`src/rtl/i2cm_pkg.sv`:
```
// Package: shared types and constants for the serial memory slave.
// Assumes: bytes are 8 bits, sent MSB first.
package i2cm_pkg;

    // Controller states; receive states are followed by an acknowledge state.
    typedef enum logic [3:0] {
        ST_IDLE,
        ST_DEV,
        ST_DEV_ACK,
        ST_AHI,
        ST_AHI_ACK,
        ST_ALO,
        ST_ALO_ACK,
        ST_HOLD,
        ST_TX,
        ST_TX_ACK
    } st_t;

    localparam logic [3:0] DEV_TYPE = 4'b1010;
    localparam int         BYTE_W   = 8;

endpackage

```
`src/rtl/i2cm_bus_sync.sv`:
```
// Module: i2cm_bus_sync
// Brings SCL and SDA into the clk domain through a SYNC_LEN-stage chain.
// Reports SCL edges and start/stop conditions as one-cycle pulses.
// Assumes: the bus is much slower than clk; both lines idle high.
module i2cm_bus_sync #(
    parameter int SYNC_LEN = 2
) (
    input  logic clk,
    input  logic rst_n,
    input  logic scl_i,
    input  logic sda_i,
    output logic scl_rise,
    output logic scl_fall,
    output logic sda_lvl,
    output logic start_det,
    output logic stop_det
);

    logic [SYNC_LEN-1:0] scl_pipe, sda_pipe;
    logic                scl_q, sda_q;
    logic                scl_s, sda_s;

    assign scl_s = scl_pipe[SYNC_LEN-1];
    assign sda_s = sda_pipe[SYNC_LEN-1];

    // Synchronizer chains plus one delay stage for edge detection.
    always_ff @(posedge clk) begin
        if (!rst_n) begin
            scl_pipe <= '1;
            sda_pipe <= '1;
            scl_q    <= 1'b1;
            sda_q    <= 1'b1;
        end else begin
            scl_pipe <= {scl_pipe[SYNC_LEN-2:0], scl_i};
            sda_pipe <= {sda_pipe[SYNC_LEN-2:0], sda_i};
            scl_q    <= scl_s;
            sda_q    <= sda_s;
        end
    end

    // Edge and condition decode: SDA moving while SCL stays high.
    always_comb begin
        scl_rise  = scl_s & ~scl_q;
        scl_fall  = ~scl_s & scl_q;
        sda_lvl   = sda_s;
        start_det = scl_s & scl_q & sda_q & ~sda_s;
        stop_det  = scl_s & scl_q & ~sda_q & sda_s;
    end

    // A start and a stop can never be reported together.
    assert_start_stop_excl_R10: assert property (@(posedge clk) disable iff (!rst_n)
        !(start_det && stop_det));

endmodule

```
`src/rtl/i2cm_pattern_rom.sv`:
```
// Module: i2cm_pattern_rom
// Read-only byte array whose contents are a fixed function of the address:
// bit i = addr[i] XOR addr[8 + i mod HI_W].
// Assumes: 8 < ADDR_W <= 16; the read is purely combinational.
module i2cm_pattern_rom #(
    parameter int ADDR_W = 12
) (
    input  logic [ADDR_W-1:0] addr_i,
    output logic [7:0]        data_o
);

    localparam int HI_W = ADDR_W - 8;

    // One XOR per data bit, folding the upper address bits over the byte.
    for (genvar i = 0; i < 8; i++) begin : g_bit
        assign data_o[i] = addr_i[i] ^ addr_i[8 + (i % HI_W)];
    end

endmodule

```
`src/rtl/i2c_mem_slave.sv`:
```
// Module: i2c_mem_slave
// I2C slave front end for a byte-addressed read-only serial memory.
// Decodes the bus address, loads a word address on writes, and serves
// current, random and sequential reads from an auto-incrementing counter.
// Assumes: SDA changes only while SCL is low, except at start/stop.
module i2c_mem_slave #(
    parameter int ADDR_W   = 12,
    parameter int SYNC_LEN = 2
) (
    input  logic       clk,
    input  logic       rst_n,
    input  logic       scl_i,
    input  logic       sda_i,
    input  logic [1:0] dev_sel_i,
    output logic       sda_pull_o
);
    import i2cm_pkg::*;

    localparam int HI_W = ADDR_W - BYTE_W;

    logic              scl_rise, scl_fall, sda_lvl, start_det, stop_det;
    st_t               state;
    logic [2:0]        bit_cnt;
    logic [7:0]        sh_rx, sh_tx, rx_next, rd_data;
    logic [ADDR_W-1:0] addr_cnt;
    logic [HI_W-1:0]   addr_hi;
    logic              ack_phase, m_ack, rw, pull;
    logic              dev_match, bus_evt, load_now;

    i2cm_bus_sync #(.SYNC_LEN(SYNC_LEN)) u_sync (
        .clk       (clk),
        .rst_n     (rst_n),
        .scl_i     (scl_i),
        .sda_i     (sda_i),
        .scl_rise  (scl_rise),
        .scl_fall  (scl_fall),
        .sda_lvl   (sda_lvl),
        .start_det (start_det),
        .stop_det  (stop_det)
    );

    i2cm_pattern_rom #(.ADDR_W(ADDR_W)) u_rom (
        .addr_i (addr_cnt),
        .data_o (rd_data)
    );

    // Receive shift value, address compare, and the next-byte load strobe.
    always_comb begin
        rx_next   = {sh_rx[6:0], sda_lvl};
        dev_match = (rx_next[7:1] == {DEV_TYPE, 1'b0, dev_sel_i});
        bus_evt   = start_det | stop_det;
        load_now  = scl_fall && !bus_evt &&
                    ((state == ST_DEV_ACK && ack_phase && rw) ||
                     (state == ST_TX_ACK && m_ack));
    end

    // Main controller: bus conditions first, then per-state bit handling.
    always_ff @(posedge clk) begin
        if (!rst_n) begin
            state     <= ST_IDLE;
            bit_cnt   <= '0;
            sh_rx     <= '0;
            sh_tx     <= '0;
            addr_cnt  <= '0;
            addr_hi   <= '0;
            ack_phase <= 1'b0;
            m_ack     <= 1'b0;
            rw        <= 1'b0;
            pull      <= 1'b0;
        end else if (start_det) begin
            state     <= ST_DEV;
            bit_cnt   <= '0;
            ack_phase <= 1'b0;
            pull      <= 1'b0;
        end else if (stop_det) begin
            state     <= ST_IDLE;
            ack_phase <= 1'b0;
            pull      <= 1'b0;
        end else if (load_now) begin
            sh_tx    <= rd_data;
            pull     <= ~rd_data[7];
            addr_cnt <= addr_cnt + 1'b1;
            bit_cnt  <= '0;
            ack_phase <= 1'b0;
            state    <= ST_TX;
        end else begin
            case (state)
                ST_DEV, ST_AHI, ST_ALO: begin
                    if (scl_rise) begin
                        sh_rx   <= rx_next;
                        bit_cnt <= bit_cnt + 1'b1;
                        if (bit_cnt == 3'd7) begin
                            if (state == ST_DEV) begin
                                rw    <= rx_next[0];
                                state <= dev_match ? ST_DEV_ACK : ST_IDLE;
                            end else if (state == ST_AHI) begin
                                addr_hi <= rx_next[HI_W-1:0];
                                state   <= ST_AHI_ACK;
                            end else begin
                                state <= ST_ALO_ACK;
                            end
                        end
                    end
                end
                ST_DEV_ACK, ST_AHI_ACK, ST_ALO_ACK: begin
                    if (scl_fall) begin
                        if (!ack_phase) begin
                            ack_phase <= 1'b1;
                            pull      <= 1'b1;
                        end else begin
                            ack_phase <= 1'b0;
                            pull      <= 1'b0;
                            bit_cnt   <= '0;
                            if (state == ST_DEV_ACK) begin
                                state <= ST_AHI;
                            end else if (state == ST_AHI_ACK) begin
                                state <= ST_ALO;
                            end else begin
                                addr_cnt <= {addr_hi, sh_rx};
                                state    <= ST_HOLD;
                            end
                        end
                    end
                end
                ST_TX: begin
                    if (scl_fall) begin
                        if (bit_cnt == 3'd7) begin
                            pull  <= 1'b0;
                            m_ack <= 1'b0;
                            state <= ST_TX_ACK;
                        end else begin
                            sh_tx   <= {sh_tx[6:0], 1'b0};
                            pull    <= ~sh_tx[6];
                            bit_cnt <= bit_cnt + 1'b1;
                        end
                    end
                end
                ST_TX_ACK: begin
                    if (scl_rise) begin
                        m_ack <= ~sda_lvl;
                    end
                    if (scl_fall) begin
                        state <= ST_IDLE;
                    end
                end
                default: ;
            endcase
        end
    end

    assign sda_pull_o = pull;

    // Reset leaves the data line released.
    assert_reset_release_R1: assert property (@(posedge clk)
        !rst_n |=> !sda_pull_o);

    // The address acknowledge is only given for this device's bus address.
    assert_dev_ack_match_R2: assert property (@(posedge clk) disable iff (!rst_n)
        (state == ST_DEV_ACK) |-> (sh_rx[7:4] == DEV_TYPE && sh_rx[3:1] == {1'b0, dev_sel_i}));

    // Every byte fetched advances the counter by exactly one.
    assert_cnt_step_R5: assert property (@(posedge clk) disable iff (!rst_n)
        load_now |=> addr_cnt == ADDR_W'($past(addr_cnt) + 1'b1));

    // The top address is followed by address zero.
    assert_cnt_wrap_R8: assert property (@(posedge clk) disable iff (!rst_n)
        (load_now && addr_cnt == '1) |=> addr_cnt == '0);

    // A stop always releases the line.
    assert_stop_release_R10: assert property (@(posedge clk) disable iff (!rst_n)
        stop_det |=> !sda_pull_o);

    // The master's acknowledge slot is never driven by the slave.
    assert_mack_release_R11: assert property (@(posedge clk) disable iff (!rst_n)
        (state == ST_TX_ACK) |-> !sda_pull_o);

endmodule

```
`config.mk`:
```
export PLATFORM = sky130hd
export DESIGN_NAME = i2c_mem_slave
export DESIGN_NICKNAME = d
export VERILOG_FILES = /design/src/rtl/i2cm_pkg.sv /design/src/rtl/i2cm_bus_sync.sv /design/src/rtl/i2cm_pattern_rom.sv /design/src/rtl/i2c_mem_slave.sv
export SDC_FILE = /design/constraint.sdc
export NUM_CORES = 1
export LEC_CHECK = 0
export CORE_ASPECT_RATIO = 1.1
export CORE_MARGIN = 10
export CORE_UTILIZATION = 45
export DETAILED_ROUTE_END_ITERATION = 8
export DONT_BUFFER_PORTS = 1
export PLACE_DENSITY = 0.6
export SLEW_MARGIN = 20
export SYNTH_ARGS = -nofsm -noshare
export SYNTH_HDL_FRONTEND = slang
export SYNTH_SLANG_ARGS = --single-unit
```
`constraint.sdc`:
```
create_clock -name clk -period 1.92 [get_ports clk]
set_clock_uncertainty 0.05 [all_clocks]
set_input_delay 0.288 -clock clk [delete_from_list [all_inputs] [get_ports clk]]
set_output_delay 0.288 -clock clk [all_outputs]
set_load 0.02 [all_outputs]
```
==> results of run 1 <==
through the flow:
step	utilization	setup TNS, ns	total power [mW]	instance area (um^2)	instances
5_1_grt	0.553	-0.0521	1.76	3250	432
6_report	0.553	0	1.70	3250	432
4_1_cts	0.545	0	1.72	3200	431
3_5_place_dp	0.523	-0.0710	1.09	3080	422
2_1_floorplan	-	0	1.08	2770	323
3_3_place_gp	0.523	-0.140	1.10	3080	422
synthesized netlist by cell type, types with 2 or more instances:
master      n  area, um^2
buf_6       3        33.8
nor2b_1     6        37.5
nor2_1     33         124
a21oi_2     2        17.5
inv_1       5        18.8
xor2_1      4        35.0
nor4_1      2        12.5
o21a_1      4        30.0
nand2_1    23        86.3
nor3_1     17        85.1
buf_2       8        40.0
ha_1        3        37.5
a22oi_1     2        15.0
dfxtp_1    48         961
nand4_1     9        56.3
o211a_1     2        20.0
xnor2_1     9        78.8
o21ai_1     3        15.0
o22ai_1     6        37.5
a311o_1     2        20.0
a32oi_1     2        17.5
o21ai_0    10        50.1
nand3b_1    2        15.0
mux2i_1    17         170
o211ai_1    3        22.5
nor3_2      2        20.0
a2bb2oi_1   2        17.5
a21oi_1    20         100
nand2b_1   10        62.6
nand3_1    10        50.1
and4_1      3        26.3
o31ai_1     3        22.5
clkbuf_1   10        37.5
a31oi_1     2        12.5
and2_1      4        25.0
nand3_2     2        20.0
metal layers:
metal,track usage,share of wire
met1,0.201,0.46
met4,0.0565,0.020
met5,0,0
met3,0.0315,0.043
met2,0.260,0.47
worst min-delay path by stage:
stage	depth (start not counted)	slack, ns	start	endpoint
3_3_place_gp	1	0.32	rst_n	u_sync.sda_q
5_1_grt	1	0.005	rst_n	u_sync.sda_pipe[0]
6_report	1	0.02	rst_n	u_sync.scl_q
3_5_place_dp	1	0.32	rst_n	u_sync.scl_q
4_1_cts	1	0.008	rst_n	u_sync.scl_q
2_1_floorplan	1	0.34	u_sync.scl_pipe[0]	u_sync.scl_pipe[1]
flip-flops by register name, summed over array words and instances, names as in the netlist, 2 cells and up:
name	count
sh_tx	7
u_sync.scl_pipe	2
u_sync.sda_pipe	2
state	4
sh_rx	8
addr_hi	4
bit_cnt	3
addr_cnt	12
final cells by class:
| type | count | area, um^2 | area share |
|---|---|---|---|
| Tap cell | 77 | 96.3 | 0.0296 |
| Sequential cell | 48 | 972 | 0.299 |
| Timing Repair Buffer | 46 | 358 | 0.110 |
| Multi-Input combinational cell | 248 | 1710 | 0.527 |
| Clock buffer | 7 | 86.3 | 0.0266 |
| Inverter | 5 | 18.8 | 0.00577 |
| Clock inverter | 1 | 7.51 | 0.00231 |
cell families after synthesis:
family                     after synthesis
AOI/OAI and AO/OA                       80
xor gates and xnor gates                13
adders and majority gates                3
buffers and inverters                   27
DFF                                     48
muxes                                   17
and+or+nand+nor                        135
power breakdown:
part           leakage, nW  switching (mW)  internal, mW
combinational        0.782          0.0385        0.0284
clock               0.0445           0.339         0.293
sequential           0.391         0.00577         0.997
total                 1.22           0.383          1.32
what timing repair did:
| action | in CTS | in global routing |
|---|---|---|
| setup endpoints to repair | 5 | 20 |
| endpoints found under the hold margin | 0 | 0 |
| gates resized for setup | 4 | 13 |
| buffers inserted | 1 | 1 |
| hold buffers | 0 | 0 |
| pin swaps | 1 | 6 |
==> impl_metrics.yaml, run 1 <==
setup_path:
  critical_path_class: "register to register"
  path_cells: "or3_4, o22ai_4, a32oi_2, a2111oi_4, buf_4, mux2i_1"
  reg2reg_to: "bit_cnt[1]"
  slowest_stage: "or3_4"
  crit_buf_inv: 1
  slowest_delay_ns: 0.41
  cp_data_arrival_time_ns: 2.06
  setup.worst_path.start_class: "register"
  crit_end: "bit_cnt[1]"
  crit_family: "compound AO/OA/AOI/OAI gates"
  required_ns: 2.10
  end_kind: "register"
  worst-r2r-cell-count: 6
  critPathLaunch: "state[3]"
  critical_path_depth: 6
  r2r_start: "state[3]"
  cp_max_fo: 4
  r2r_slack_ns: 0.04
logic_synthesis:
  avgSynthCellArea_um2: 8.57
  syn_area_um2: 2770
  ys.flop_type: "dfxtp_1"
  synth_xor_area_frac: 0.0411
  synthCells: 323
  synth_mux_area_frac: 0.0615
  postSynthNetCount: 332
  yosysSeqAreaShare: 0.347
  synth_top_family_by_area: "simple AND/OR/NAND/NOR gates"
  ys_seq_elements: 48
  yosys_warnings: 0
  synth_edf_count: 0
  synth-compound-area-share: 0.219
  synthAdderAreaFrac: 0.0136
  yosysUniqueCellTypes: 66
  async_flop_share: 0
  synth-simple-area-share: 0.268
outcome:
  outcome: "finished, final reports clean"
layout:
  mostFrequentLayoutCells: "buf_4, dfxtp_1, nor2_1"
  nets: 363
  layout_commonest_cell: "buf_4"
  area_growth_pct: 17.5
  n_antenna_cell: 0
  drive_above_1_share: 0.225
  num-fill-cells: 570
sta:
  setup_viol: 0
  timing.slew.headroom: 0.630
  fin_hold_ws_ns: 0.0154
  tightest_slew_ns: 0.555
  fin_crit_ns: 1.88
  slew_viol_final: 0
  fin_crit_sh: 0.979
  rsz0062_at_grt: "true"
  setup_slack_ns: 0.0399
  fmax_mhz: 532
  hold_viol_final: 0
clock_network:
  clkLatencyLatePin_ns: 0.30
  cts_htree_levels: 2
  cts_tree: "yes"
  cts-buffers-inserted: 5
  path_clk_slew_ns: 0.09
  cts.sinks: 48
  ctsLongestPathBuffers: 2
  cts-root-buf: "clkbuf_8"
power:
  vdd_drop_max_v: 0.000453
  power.leakage_nw: 1.22
  powerDensity_nw_per_um2: 523
floorplanning:
  row_count: 29
  fp.dieW_um: 94.8
  initial_core_util: 0.471
  die_h_um: 102
  io_pins: 7
  coreArea_um2: 5880
  dieArea_um2: 9690
global_route:
  grt_pass1_wl_mm: 12.3
  overflow: 0
  grt_pass1_vias: 2445
  antenna_found_initial: 0
  grt_max_degree: 24
  track_usage: 0.159
placed_design:
  dp_slack_ns: -0.0566
  gp_congestion: 0.922
  io_buffers: 0
  dpl.hpwl_mm: 5.51
routing:
  viasPerCell: 5.84
  drtAntennaViolNets: 0
  drtPass1Iterations: 4
  wire_per_inst_um: 17.3
  drt-initial-drc-count: 175
  drc: 0
  routed_wl_mm: 7.47
  num_vias: 2524
job:
  max_cap_viol_count: 0
hold_path:
  hold_class: "primary input to register"
Note: power is estimated with default switching activity, not from simulation.
==> run 2: changes to the inputs <==
CTS_BUF_LIST = sky130_fd_sc_hd__clkbuf_8   (was default)
==> run 2 against run 1 <==
Routed wire length increased by 0.17%. Sequential cell count unchanged. Global-route usage unchanged. Via count unchanged. Register-to-register slack about the same.
==> impl_metrics.yaml, run 2 (synthesis gave the netlist of run 1 again) <==
layout:
  mostFrequentLayoutCells: "buf_4, dfxtp_1, nor2_1"
  largest_register_ffs: 12
  final_cells: 432
  reg_top3: "addr_cnt x12, sh_rx x8, sh_tx x7"
  n_antenna_cell: 0
  fin_area_um2: 3250
  area_growth_pct: 17.5
  nets: 363
  drive_above_1_share: 0.225
  layout_commonest_cell: "buf_4"
  top_register: "addr_cnt"
power:
  power.leakage_nw: 1.22
  p_total_mw: 1.70
  powerDensity_nw_per_um2: 522
  vdd_drop_max_v: 0.000454
routing:
  drtAntennaViolNets: 0
  routed_wl_mm: 7.48
  drtPass1Iterations: 4
  viasPerCell: 5.84
  num_vias: 2524
  wire_per_inst_um: 17.3
  drc: 0
  drt-initial-drc-count: 167
outcome:
  outcome: "finished, final reports clean"
clock_network:
  cts-root-buf: "clkbuf_8"
  cts.sinks: 48
  cts_tree: "yes"
  ctsLongestPathBuffers: 2
  clkLatencyLatePin_ns: 0.30
  path_clk_slew_ns: 0.09
  cts_htree_levels: 2
  cts-buffers-inserted: 5
global_route:
  antenna_found_initial: 0
  track_usage: 0.159
  grt_max_degree: 24
  grt_pass1_vias: 2445
  grt_pass1_wl_mm: 12.3
  overflow: 0
placed_design:
  io_buffers: 0
  gp_congestion: 0.922
  dpl.cell_count: 422
  dpl.hpwl_mm: 5.51
  place_area_um2: 3080
hold_path:
  min_from: "rst_n"
  hold_class: "primary input to register"
floorplanning:
  row_count: 29
  io_pins: 7
  initial_core_util: 0.471
  dieArea_um2: 9690
  die_h_um: 102
  coreArea_um2: 5880
  fp.dieW_um: 94.8
sta:
  rsz0062_at_grt: "true"
  hold_viol_final: 0
  tightest_slew_ns: 0.561
  fin_crit_sh: 0.980
  setup_viol: 0
  slew_viol_final: 0
  fmax_mhz: 532
  fin_crit_ns: 1.88
  timing.slew.headroom: 0.625
setup_path:
  slowest_stage: "or3_4"
  cp_max_fo: 4
  required_ns: 2.10
  critical_path_class: "register to register"
  slowest_delay_ns: 0.41
  r2r_start: "state[3]"
  cp_data_arrival_time_ns: 2.06
  crit_buf_inv: 1
  end_kind: "register"
  crit_family: "compound AO/OA/AOI/OAI gates"
  critPathLaunch: "state[3]"
  setup.worst_path.start_class: "register"
  path_cells: "or3_4, o22ai_4, a32oi_2, a2111oi_4, buf_4, mux2i_1"
job:
  max_cap_viol_count: 0
==> run 2: changes by cell type in the layout (fill, tap and decap cells not counted), sizes merged <==
cell / change
inv: +1
clkbuf: -1
==> run 2: path summary, 6_finish.rpt <==
| path | slack (ns) | to | cells after the start |
|---|---|---|---|
| worst max-delay path | 0.04 | bit_cnt[1] | 6 |
| worst min-delay path | 0.01 | u_sync.scl_q | 1 |
| worst max register to register | 0.04 | bit_cnt[1] | 6 |
| worst min register to register | 0.36 | u_sync.scl_pipe[1] | 1 |
==> run 2: layout make-up <==
| type | count | area (um^2) |
|---|---|---|
| multi-input cells | 248 | 1710 |
| inverters | 5 | 18.8 |
| flip-flops and latches | 48 | 972 |
| clock buffers | 6 | 82.6 |
| repair buffers | 46 | 358 |
| fillers | 570 | 2630 |
| clock inverters | 2 | 11.3 |
| well taps | 77 | 96.3 |
==> run 2: power by group <==
group          switching (mW)  total, mW  internal [mW]
Sequential            0.00581       1.00          0.997
Clock                   0.341      0.629          0.288
Combinational          0.0388     0.0672         0.0284
Total                   0.385       1.70           1.31
==> run 2: per-layer routing <==
| layer | vias to the layer above | wire (um) | track usage |
|---|---|---|---|
| li1 | 1243 | - | - |
| met1 | 1186 | 3410 | 0.201 |
| met2 | 82 | 3530 | 0.260 |
| met3 | 13 | 405 | 0.0315 |
| met4 | 0 | 140 | 0.0565 |
| met5 | - | 0 | 0 |
==> run 2: timing repair <==
action,CTS,global route
resized for setup,4,13
pin swaps,1,6
endpoints found under the setup margin,5,20
setup buffers,1,1
hold buffers,0,0
==> run 2: per-stage QoR <==
stage / hold WS [ns] / utilization / setup WS, ns / setup TNS (ns)
2_1_floorplan: 0.336 / - / 0.162 / 0
3_3_place_gp: 0.317 / 0.523 / -0.0756 / -0.140
3_5_place_dp: 0.320 / 0.523 / -0.0566 / -0.0710
4_1_cts: 0.00763 / 0.545 / 0.0114 / 0
5_1_grt: 0.00537 / 0.553 / -0.0272 / -0.0521
6_report: 0.0142 / 0.553 / 0.0386 / 0
